## src/rtl/scl_pkg.sv

```systemverilog
// Shared types for the scanout start-address latching controller.
// Assumes nothing beyond a 2-bit write select on the register port.
package scl_pkg;

    // Targets of the register write port.
    typedef enum logic [1:0] {
        SEL_START = 2'd0,
        SEL_PAN   = 2'd1,
        SEL_CTRL  = 2'd2,
        SEL_NONE  = 2'd3
    } wr_sel_e;

    // Bit positions inside the control register.
    localparam int CTRL_IRQ_EN_BIT = 0;

endpackage

```

## src/rtl/scl_vtiming.sv

```systemverilog
// Vertical scanline counter. Advances once per line_tick and decodes blank and
// vsync from the count. Also flags the ticks that enter and leave the sync pulse.
// Assumes ACTIVE >= 1, FPORCH >= 1 and SYNC >= 1.
module scl_vtiming #(
    parameter int ACTIVE = 480,
    parameter int FPORCH = 10,
    parameter int SYNC   = 2,
    parameter int BPORCH = 33
) (
    input  logic clk,
    input  logic rst_n,
    input  logic line_tick,
    output logic blank,
    output logic vsync,
    output logic sync_enter,
    output logic sync_leave
);
    localparam int TOTAL      = ACTIVE + FPORCH + SYNC + BPORCH;
    localparam int LW         = (TOTAL > 1) ? $clog2(TOTAL) : 1;
    localparam int SYNC_FIRST = ACTIVE + FPORCH;
    localparam int SYNC_AFTER = SYNC_FIRST + SYNC;

    localparam logic [LW-1:0] L_LAST       = LW'(TOTAL - 1);
    localparam logic [LW-1:0] L_ACTIVE     = LW'(ACTIVE);
    localparam logic [LW-1:0] L_SYNC_FIRST = LW'(SYNC_FIRST);
    localparam logic [LW-1:0] L_SYNC_LAST  = LW'(SYNC_AFTER - 1);
    localparam logic [LW-1:0] L_PRE_SYNC   = LW'(SYNC_FIRST - 1);

    logic [LW-1:0] line_q;

    // Advance the line count on each tick and wrap at the frame end.
    always_ff @(posedge clk) begin
        if (!rst_n) begin
            line_q <= '0;
        end else if (line_tick) begin
            line_q <= (line_q == L_LAST) ? '0 : line_q + 1'b1;
        end
    end

    // Decode the phase outputs and the sync edge events from the count.
    always_comb begin
        blank      = (line_q >= L_ACTIVE);
        vsync      = (line_q >= L_SYNC_FIRST) && (line_q <= L_SYNC_LAST);
        sync_enter = line_tick && (line_q == L_PRE_SYNC);
        sync_leave = line_tick && (line_q == L_SYNC_LAST);
    end

endmodule

```

## src/rtl/scl_scroll_regs.sv

```systemverilog
// Shadow and working registers for start address and pixel pan. Writes land in
// the shadows only, and the working copies load at sync edges. With lock_mode
// low the start address loads at sync entry; with lock_mode high it loads with
// the pan at sync exit. Assumes PAN_W <= ADDR_W.
module scl_scroll_regs
    import scl_pkg::*;
#(
    parameter int ADDR_W = 16,
    parameter int PAN_W  = 4
) (
    input  logic              clk,
    input  logic              rst_n,
    input  logic              wr_en,
    input  logic [1:0]        wr_sel,
    input  logic [ADDR_W-1:0] wr_data,
    input  logic              sync_enter,
    input  logic              sync_leave,
    input  logic              lock_mode,
    output logic [ADDR_W-1:0] start_addr,
    output logic [PAN_W-1:0]  pan
);
    logic [ADDR_W-1:0] start_sh_q;
    logic [PAN_W-1:0]  pan_sh_q;
    logic [ADDR_W-1:0] start_wk_q;
    logic [PAN_W-1:0]  pan_wk_q;
    logic              start_load;

    // Capture software writes into the shadow registers.
    always_ff @(posedge clk) begin
        if (!rst_n) begin
            start_sh_q <= '0;
            pan_sh_q   <= '0;
        end else if (wr_en) begin
            if (wr_sel == SEL_START) start_sh_q <= wr_data;
            if (wr_sel == SEL_PAN)   pan_sh_q   <= wr_data[PAN_W-1:0];
        end
    end

    // Choose the sync edge that loads the start address.
    always_comb begin
        start_load = lock_mode ? sync_leave : sync_enter;
    end

    // Copy the start shadow into its working register on the chosen edge.
    always_ff @(posedge clk) begin
        if (!rst_n) begin
            start_wk_q <= '0;
        end else if (start_load) begin
            start_wk_q <= start_sh_q;
        end
    end

    // Copy the pan shadow into its working register at sync exit.
    always_ff @(posedge clk) begin
        if (!rst_n) begin
            pan_wk_q <= '0;
        end else if (sync_leave) begin
            pan_wk_q <= pan_sh_q;
        end
    end

    assign start_addr = start_wk_q;
    assign pan        = pan_wk_q;

endmodule

```

## src/rtl/scl_irq.sv

```systemverilog
// Sticky vertical-sync interrupt flag with an enable bit in the control
// register. A set on the same edge as a clear wins. Assumes one-cycle strobes.
module scl_irq
    import scl_pkg::*;
(
    input  logic       clk,
    input  logic       rst_n,
    input  logic       wr_en,
    input  logic [1:0] wr_sel,
    input  logic       wr_bit,
    input  logic       sync_enter,
    input  logic       irq_clr,
    output logic       flag,
    output logic       irq
);
    logic flag_q;
    logic en_q;

    // Hold the interrupt-enable control bit.
    always_ff @(posedge clk) begin
        if (!rst_n)                             en_q <= 1'b0;
        else if (wr_en && wr_sel == SEL_CTRL)   en_q <= wr_bit;
    end

    // Set the flag at sync entry, and clear it only on the clear strobe.
    always_ff @(posedge clk) begin
        if (!rst_n)          flag_q <= 1'b0;
        else if (sync_enter) flag_q <= 1'b1;
        else if (irq_clr)    flag_q <= 1'b0;
    end

    assign flag = flag_q;
    assign irq  = flag_q & en_q;

endmodule

```

## src/rtl/scan_latch_ctrl.sv

```systemverilog
// Top of the scanout start-address latching controller: vertical timing,
// scroll shadow/working registers and the sticky sync interrupt.
// Assumes line_tick is a one-cycle pulse per scanline.
module scan_latch_ctrl
    import scl_pkg::*;
#(
    parameter int ACTIVE_LINES = 480,
    parameter int FRONT_PORCH  = 10,
    parameter int SYNC_LINES   = 2,
    parameter int BACK_PORCH   = 33,
    parameter int ADDR_W       = 16,
    parameter int PAN_W        = 4
) (
    input  logic              clk,
    input  logic              rst_n,
    input  logic              line_tick,
    input  logic              wr_en,
    input  logic [1:0]        wr_sel,
    input  logic [ADDR_W-1:0] wr_data,
    input  logic              irq_clr,
    input  logic              lock_mode,
    output logic              blank,
    output logic              vsync,
    output logic              irq,
    output logic [ADDR_W-1:0] start_addr,
    output logic [PAN_W-1:0]  pan
);
    logic sync_enter;
    logic sync_leave;
    logic irq_flag;

    scl_vtiming #(
        .ACTIVE (ACTIVE_LINES),
        .FPORCH (FRONT_PORCH),
        .SYNC   (SYNC_LINES),
        .BPORCH (BACK_PORCH)
    ) u_vtiming (
        .clk        (clk),
        .rst_n      (rst_n),
        .line_tick  (line_tick),
        .blank      (blank),
        .vsync      (vsync),
        .sync_enter (sync_enter),
        .sync_leave (sync_leave)
    );

    scl_scroll_regs #(
        .ADDR_W (ADDR_W),
        .PAN_W  (PAN_W)
    ) u_scroll (
        .clk        (clk),
        .rst_n      (rst_n),
        .wr_en      (wr_en),
        .wr_sel     (wr_sel),
        .wr_data    (wr_data),
        .sync_enter (sync_enter),
        .sync_leave (sync_leave),
        .lock_mode  (lock_mode),
        .start_addr (start_addr),
        .pan        (pan)
    );

    scl_irq u_irq (
        .clk        (clk),
        .rst_n      (rst_n),
        .wr_en      (wr_en),
        .wr_sel     (wr_sel),
        .wr_bit     (wr_data[CTRL_IRQ_EN_BIT]),
        .sync_enter (sync_enter),
        .irq_clr    (irq_clr),
        .flag       (irq_flag),
        .irq        (irq)
    );

endmodule

```

## config.mk

```make
export PLATFORM = sky130hd
export DESIGN_NAME = scan_latch_ctrl
export DESIGN_NICKNAME = d
export VERILOG_FILES = /design/src/rtl/scl_pkg.sv /design/src/rtl/scl_vtiming.sv /design/src/rtl/scl_scroll_regs.sv /design/src/rtl/scl_irq.sv /design/src/rtl/scan_latch_ctrl.sv
export SDC_FILE = /design/constraint.sdc
export NUM_CORES = 1
export LEC_CHECK = 0
export ABC_AREA = 0
export BUFFER_PORTS_ARGS = -buffer_cell sky130_fd_sc_hd__buf_2
export CORE_MARGIN = 4
export CORE_UTILIZATION = 30
export CTS_BUF_LIST = sky130_fd_sc_hd__clkbuf_4 sky130_fd_sc_hd__clkbuf_8
export CTS_CLUSTER_DIAMETER = 50
export DETAILED_ROUTE_END_ITERATION = 10
export PLACE_DENSITY = 0.58
export SYNTH_ARGS = -nofsm -noshare
export SYNTH_HDL_FRONTEND = slang
export SYNTH_HIERARCHICAL = 1
export SYNTH_SLANG_ARGS = --single-unit
```

## constraint.sdc

```tcl
create_clock -name clk -period 2.32 [get_ports clk]
set_input_delay 0.232 -clock clk [delete_from_list [all_inputs] [get_ports clk]]
set_output_delay 0.232 -clock clk [all_outputs]
set_load 0.01 [all_outputs]
```

# Word-level counts from Yosys, hierarchy flattened
# Index checks and enable logic that the tools add are counted.
[op_classes] add_sub_neg=1 n_lt_le_gt_ge=3 eq_ne=5 muxes=4 bitwise_logic=1 reduce_logical=8
[op_table] operator="10-bit by 9-bit equality test with 1-bit output (second input constant)" n=2
[op_table] operator="10-bit by 9-bit >= comparator with 1-bit output (second input constant)" n=2
[op_table] operator="10-bit by 1-bit adder with 10-bit output (second input constant)" n=1
[op_table] operator="10-bit equality test (second input constant)" n=1
[op_table] operator="10-bit by 9-bit <= comparator with 1-bit output (second input constant)" n=1
[op_table] operator="10-bit two-way mux" n=1
[op_table] operator="1-bit logical AND" n=4
[op_table] operator="2-bit AND reduction" n=2
[op_table] operator="1-bit two-way mux" n=3
[op_table] operator="2-bit by 1-bit equality test with 1-bit output (second input constant)" n=1
[op_table] operator="2-bit equality test (second input constant)" n=1
[op_table] operator="2-bit zero test" n=1
[op_table] operator="2-bit nonzero test" n=1
[op_table] operator="1-bit AND" n=1
[totals] reg_bits=52 inputBits=24 output_inout_bits=23 elab_cells=29

# Longest topological paths before layout
[depth] depth_word=3 mapped_depth=7 depth_no_buf=5

# Hierarchy
# Netlist, hierarchy kept.
[by_module_without_submodules] mod="scl_scroll_regs" instances=1 cells_per_inst=149 area_per_inst_um2=1536.5 seq_area_each_um2=800.8
[by_module_without_submodules] mod="scl_vtiming" instances=1 cells_per_inst=60 area_per_inst_um2=543.0 seq_area_each_um2=200.2
[by_module_without_submodules] mod="scl_irq" instances=1 cells_per_inst=9 area_per_inst_um2=97.6 seq_area_each_um2=40.0

# Worst setup path after synthesis
# No wires, ideal clock.
[synth_timing] path_type="register to register" from="register u_vtiming.line_q[5]" to="register u_scroll.start_wk_q[10] (netlist: u_scroll/start_addr[10])" setup_time_ns=0.118 arrival_time_ns=1.540 t_required_ns=2.202 path_slack_ns=0.662 stages_incl_launch_ff=8 path_buffers=2 period_less_slack_ns=1.658 cell_sequence="dfxtp_1 nand4_1 nor4_1 and3_1 buf_6 mux2i_4 buf_12 mux2i_1"
[synth_via] elab_chain_cells=3 word_cells_on_any_way=5 cone_classes="eq/ne (2); mux (1); reduce/logical (2)"
[synth_lines] item="start: declaration" line="scl_vtiming.sv:29" text="logic [LW-1:0] line_q;"
[synth_lines] item="start signal: assignment" line="scl_vtiming.sv:36" text="line_q <= (line_q == L_LAST) ? '0 : line_q + 1'b1;"
[synth_lines] item="10-bit by 9-bit equality test with 1-bit output" line="scl_vtiming.sv:45" text="sync_leave = line_tick && (line_q == L_SYNC_LAST);"
[synth_lines] item="1-bit logical AND" line="scl_vtiming.sv:45"
[synth_lines] item="net sync_leave" line="scan_latch_ctrl.sv:29" text="logic sync_leave;"
[synth_lines] item="1-bit two-way mux" line="scl_scroll_regs.sv:41" text="start_load = lock_mode ? sync_leave : sync_enter;"
[synth_lines] item="end signal: assignment" line="scl_scroll_regs.sv:49" text="start_wk_q <= start_sh_q;"
[synth_lines] item="end: declaration" line="scl_scroll_regs.sv:24" text="logic [ADDR_W-1:0] start_wk_q;"
# The timed path passes the listed nets, and every way through them passes these cells.
# A chain may end at the register's enable or synchronous reset.

# Final worst setup path
[layout_timing] from="register u_vtiming.line_q[5]" to="output vsync"
[layout_via] elab_chain_cells=2 word_cells_on_any_way=3 cone_classes="order compare (2); reduce/logical (1)"
[layout_lines] item="10-bit by 9-bit >= comparator with 1-bit output or 10-bit by 9-bit <= comparator with 1-bit output (tied branches)" line="scl_vtiming.sv:43" text="vsync = (line_q >= L_SYNC_FIRST) && (line_q <= L_SYNC_LAST);"
[layout_lines] item="1-bit logical AND (*)" line="scl_vtiming.sv:43"
[layout_lines] item="end: declaration" line="scan_latch_ctrl.sv:23" text="output logic vsync,"
# Mark *: on every way between the ends. The rest lies on a longest branch, timed or not.

==> parameters.txt <==
Parameter                              Value

Layout
  Number of nets in the layout ... 290
  Layout Cell Area excl Fill ... 2600 sq um
  Final instance count without filler cells ... 360
  Fill count ... 738
  Antenna cell count ... 0
  Share of cells above drive strength 1 ... 0.239
  Growth of design area from synthesis to finish ... 19.4%

CTS
  Number of buffers inserted during clock tree synthesis ... 5
  Root Buffer Master ... sky130_fd_sc_hd__clkbuf_8
  Worst-case clock buffer depth ... 2
  Sinks on the clock net ... 52
  Worst-Skew Late Latency ... 320 ps
  Number of buffers inserted by post-CTS setup repair ... 0
  Total of hold buffers inserted after clock tree synthesis ... 0
  Clock slew at the register clock pins of the worst setup and hold paths ... 100 ps
  Number of instances resized during post-cts repair ... 0
  Clock tree from TritonCTS ... built
  Count of H-tree levels built during CTS ... 2

Detailed routing
  Wire length per cell ... 11.9 microns
  Antenna viol nets, final ... 0
  Via density ... 4.46
  Number of optimization iterations in the first detailed-route pass ... 4
  Count of routing violations after the opening detailed-route iteration ... 73
  WL final ... 4300 microns
  DR DRC count ... 0
  Total via count after detailed routing ... 1606

Logic synthesis
  Avg Inst Size Synth ... 9.99 sq um
  Cell type with the highest aggregate area in the netlist ... sky130_fd_sc_hd__dfxtp_1
  Number of register bits inferred by synthesis ... 52
  Distinct cell type count of the synthesized netlist ... 35
  Part of the Yosys area used for sequential elements ... 0.478
  Top area cells in the synthesized netlist ... sky130_fd_sc_hd__dfxtp_1, sky130_fd_sc_hd__mux2i_1, sky130_fd_sc_hd__nand2_1, sky130_fd_sc_hd__ha_1, sky130_fd_sc_hd__nor2b_1
  Fraction of post-synthesis cell area in the top cell type by area ... 0.478
  Synthesized instance count ... 218
  Cell area after synthesis ... 2180 sq um
  Synthesized netlist net count ... 245
  Number of warnings printed during yosys synthesis ... 6

Timing
  Worst Max-Slew Pin Slew ... 807 ps
  Final setup violation count ... 0
  Maximum clock skew at final layout ... 14.9 ps
  Max Clock Freq ... 0.516 GHz
  Part of the cycle the worst path needs ... 0.835
  Min Tclk post-route ... 1940 ps
  Slew HR ... 0.451
  Unrepaired setup endpoints after global routing ... no
  Final total negative setup slack ... 0 ps
  Hold Vio Cnt, Final ... 0
  Count of final max-slew check failures ... 0

Setup path
  Data required time at the worst endpoint ... 2090 ps
  Largest stage delay, worst path ... 440 ps
  Cells on worst reg2reg path ... 5
  Critical Path Start Type ... flop
  Critical path type ... flop to output port
  Crit path from ... u_vtiming/line_q[5]
  Critical Path AT ... 1710 ps
  Worst path cell trace ... nand4_1 > nor4_1 > and2_1 > buf_2
  Setup slack on the worst flop-to-flop path ... 390 ps
  Worst reg2reg endpoint ... u_scroll/start_addr[8]
  Endpoint class of the critical path ... output port
  Crit path buffers/inverters ... 1
  Kind of cell adding the most delay to the critical path ... simple AND/OR/NAND/NOR gates
  Biggest fanout along the worst timing path ... 7
  Slowest cell on the critical path ... sky130_fd_sc_hd__dfxtp_1
  Startpoint of the most critical register-to-register path ... u_vtiming/line_q[5]

Floorplanning
  I/O Pins ... 47
  Vertical extent of the die ... 93.2 microns
  Width of the chip ... 93.2 microns
  # rows ... 30
  Initial standard-cell utilization of the core ... 0.315
  Total Die Area ... 8680 sq um
  Core ar. ... 6910 sq um

Worst hold path
  Worst min-delay path category ... input port to flop
  Cell depth of the worst hold path ... 3
  Startpoint of the lowest-slack hold path ... wr_data[9]
  Worst Hold Endpoint ... u_scroll/start_sh_q[9]

Power and ir drop
  Clock power frac ... 0.388
  P_leak ... 1.19 nW
  Pwr per Cell Area ... 640 nW/um^2
  Portion of total power attributed to combinational logic ... 0.060
  Fraction of power consumed by sequential logic ... 0.552
  Maximum VDD drop ... 0.266 mV
  Total power ... 1.66 mW
  Switching Fraction ... 0.230
  Net Sw Power ... 0.383 mW
  Int Pwr ... 1.28 mW

Run status
  Run status ... complete, no violations

Global route
  Vias in the first global route ... 1465
  Largest net degree at the start of global routing ... 32
  Aggregate global routing overflow ... 0
  Global-route total usage across every layer ... 0.103
  Wire length of the first global-routing pass ... 6960 microns
  Initial antenna violation count ... 0

Placed design
  Number of cells after detailed placement ... 352
  Half-perimeter wire length after detailed placement ... 3080 microns
  Count of input and output buffers ... 46
  Routability Congestion ... 0.751
  Cell area after placement ... 2480 sq um

Flow run
  Max Cap Viol ... 0
[worst max path at each step]
| stage | end | slack [ps] | depth (start not counted) |
|---|---|---|---|
| CTS | vsync | 390 | 4 |
| global route | vsync | 230 | 4 |
| detailed placement | u_scroll/start_addr[13] | 440 | 4 |
| finish | vsync | 380 | 4 |
| global placement | u_scroll/start_addr[4] | 470 | 4 |
| floorplan | u_scroll/start_addr[10] | 660 | 7 |
[worst register-to-register path: stages, from the launching register on]
cell	delay (ps)
sky130_fd_sc_hd__dfxtp_1	440
sky130_fd_sc_hd__nand4_1	190
sky130_fd_sc_hd__nor4_1	430
sky130_fd_sc_hd__and3_1	290
sky130_fd_sc_hd__mux2i_4	250
sky130_fd_sc_hd__mux2i_1	190
[final cells by class]
type | count | area (sq um) | area share
Clock buffer | 5 | 68.8 | 0.0265
Clock inverter | 3 | 46.3 | 0.0178
Inverter | 2 | 7.51 | 0.00289
Timing Repair Buffer | 49 | 265 | 0.102
Tap cell | 96 | 120 | 0.0462
Sequential cell | 52 | 1040 | 0.400
Multi-Input combinational cell | 153 | 1050 | 0.404
[cells by family (layout without fill, tap and decap cells)]
| family | count (synthesis) | in the layout | synth area share |
|---|---|---|---|
| AOI/OAI and AO/OA | 12 | 12 | 0.0385 |
| xor gates and xnor gates | 4 | 4 | 0.0161 |
| adders and majority gates | 3 | 3 | 0.0172 |
| buffers and inverters | 13 | 59 | 0.0414 |
| DFF | 52 | 52 | 0.478 |
| muxes | 43 | 43 | 0.203 |
| and+or+nand+nor | 91 | 91 | 0.205 |
[cells in the mapped netlist (all sizes together)]
cell	n
mux2i	43
a21oi	5
nor3b	1
o21a	1
nand3b	2
or3	4
or2b	1
and3	2
and2	2
xnor2	1
dfxtp	52
ha	3
nor2b	5
nand2	58
nor2	5
inv	2
xor2	3
nand4bb	1
o31ai	3
or4	2
nand2b	1
nand3	1
nor4	1
clkbuf	2
buf	9
nand4	5
o21ai	3
[registers in the layout, summed over array words and instances, names as in the netlist]
register	count
u_scroll/start_addr	16
u_scroll/start_sh_q	16
u_vtiming/line_q	10
u_scroll/pan	4
u_scroll/pan_sh_q	4
u_irq/en_q	1
u_irq/flag	1
[routing by layer]
metal | global-route usage | wire length (microns)
met5 | 0 | 0
met1 | 0.133 | 2020
met3 | 0.0418 | 321
met4 | 0.0403 | 65
met2 | 0.151 | 1890
[through the flow]
stage                     hold WS [ps]  utilization  setup WS (ps)
after CTS                          141        0.376            386
after global routing               133        0.376            227
after detailed placement           450        0.360            438
final                              153        0.376            383
after global placement             444        0.360            468
after floorplan                    350            -            662
[power groups by stage]
stage                     clock network, mW  registers (mW)  logic, mW
after floorplan                           0           0.937     0.0639
after global placement                    0           0.939     0.0999
after detailed placement                  0           0.939      0.102
after CTS                             0.670           0.919      0.102
after global routing                  0.708           0.920      0.112
final                                 0.645           0.918      0.100
[placed cells by master (no fill, tap or decap), types with 3 or more instances in the layout]
master	instances
sky130_fd_sc_hd__ha_1	3
sky130_fd_sc_hd__nor2_1	5
sky130_fd_sc_hd__xor2_1	3
sky130_fd_sc_hd__o21ai_0	3
sky130_fd_sc_hd__mux2i_1	42
sky130_fd_sc_hd__buf_2	46
sky130_fd_sc_hd__or3_1	3
sky130_fd_sc_hd__nand4_1	4
sky130_fd_sc_hd__a21oi_1	5
sky130_fd_sc_hd__clkbuf_8	5
sky130_fd_sc_hd__nand2_1	58
sky130_fd_sc_hd__dfxtp_1	52
sky130_fd_sc_hd__nor2b_1	5
Power figures use the tool's default switching activity.
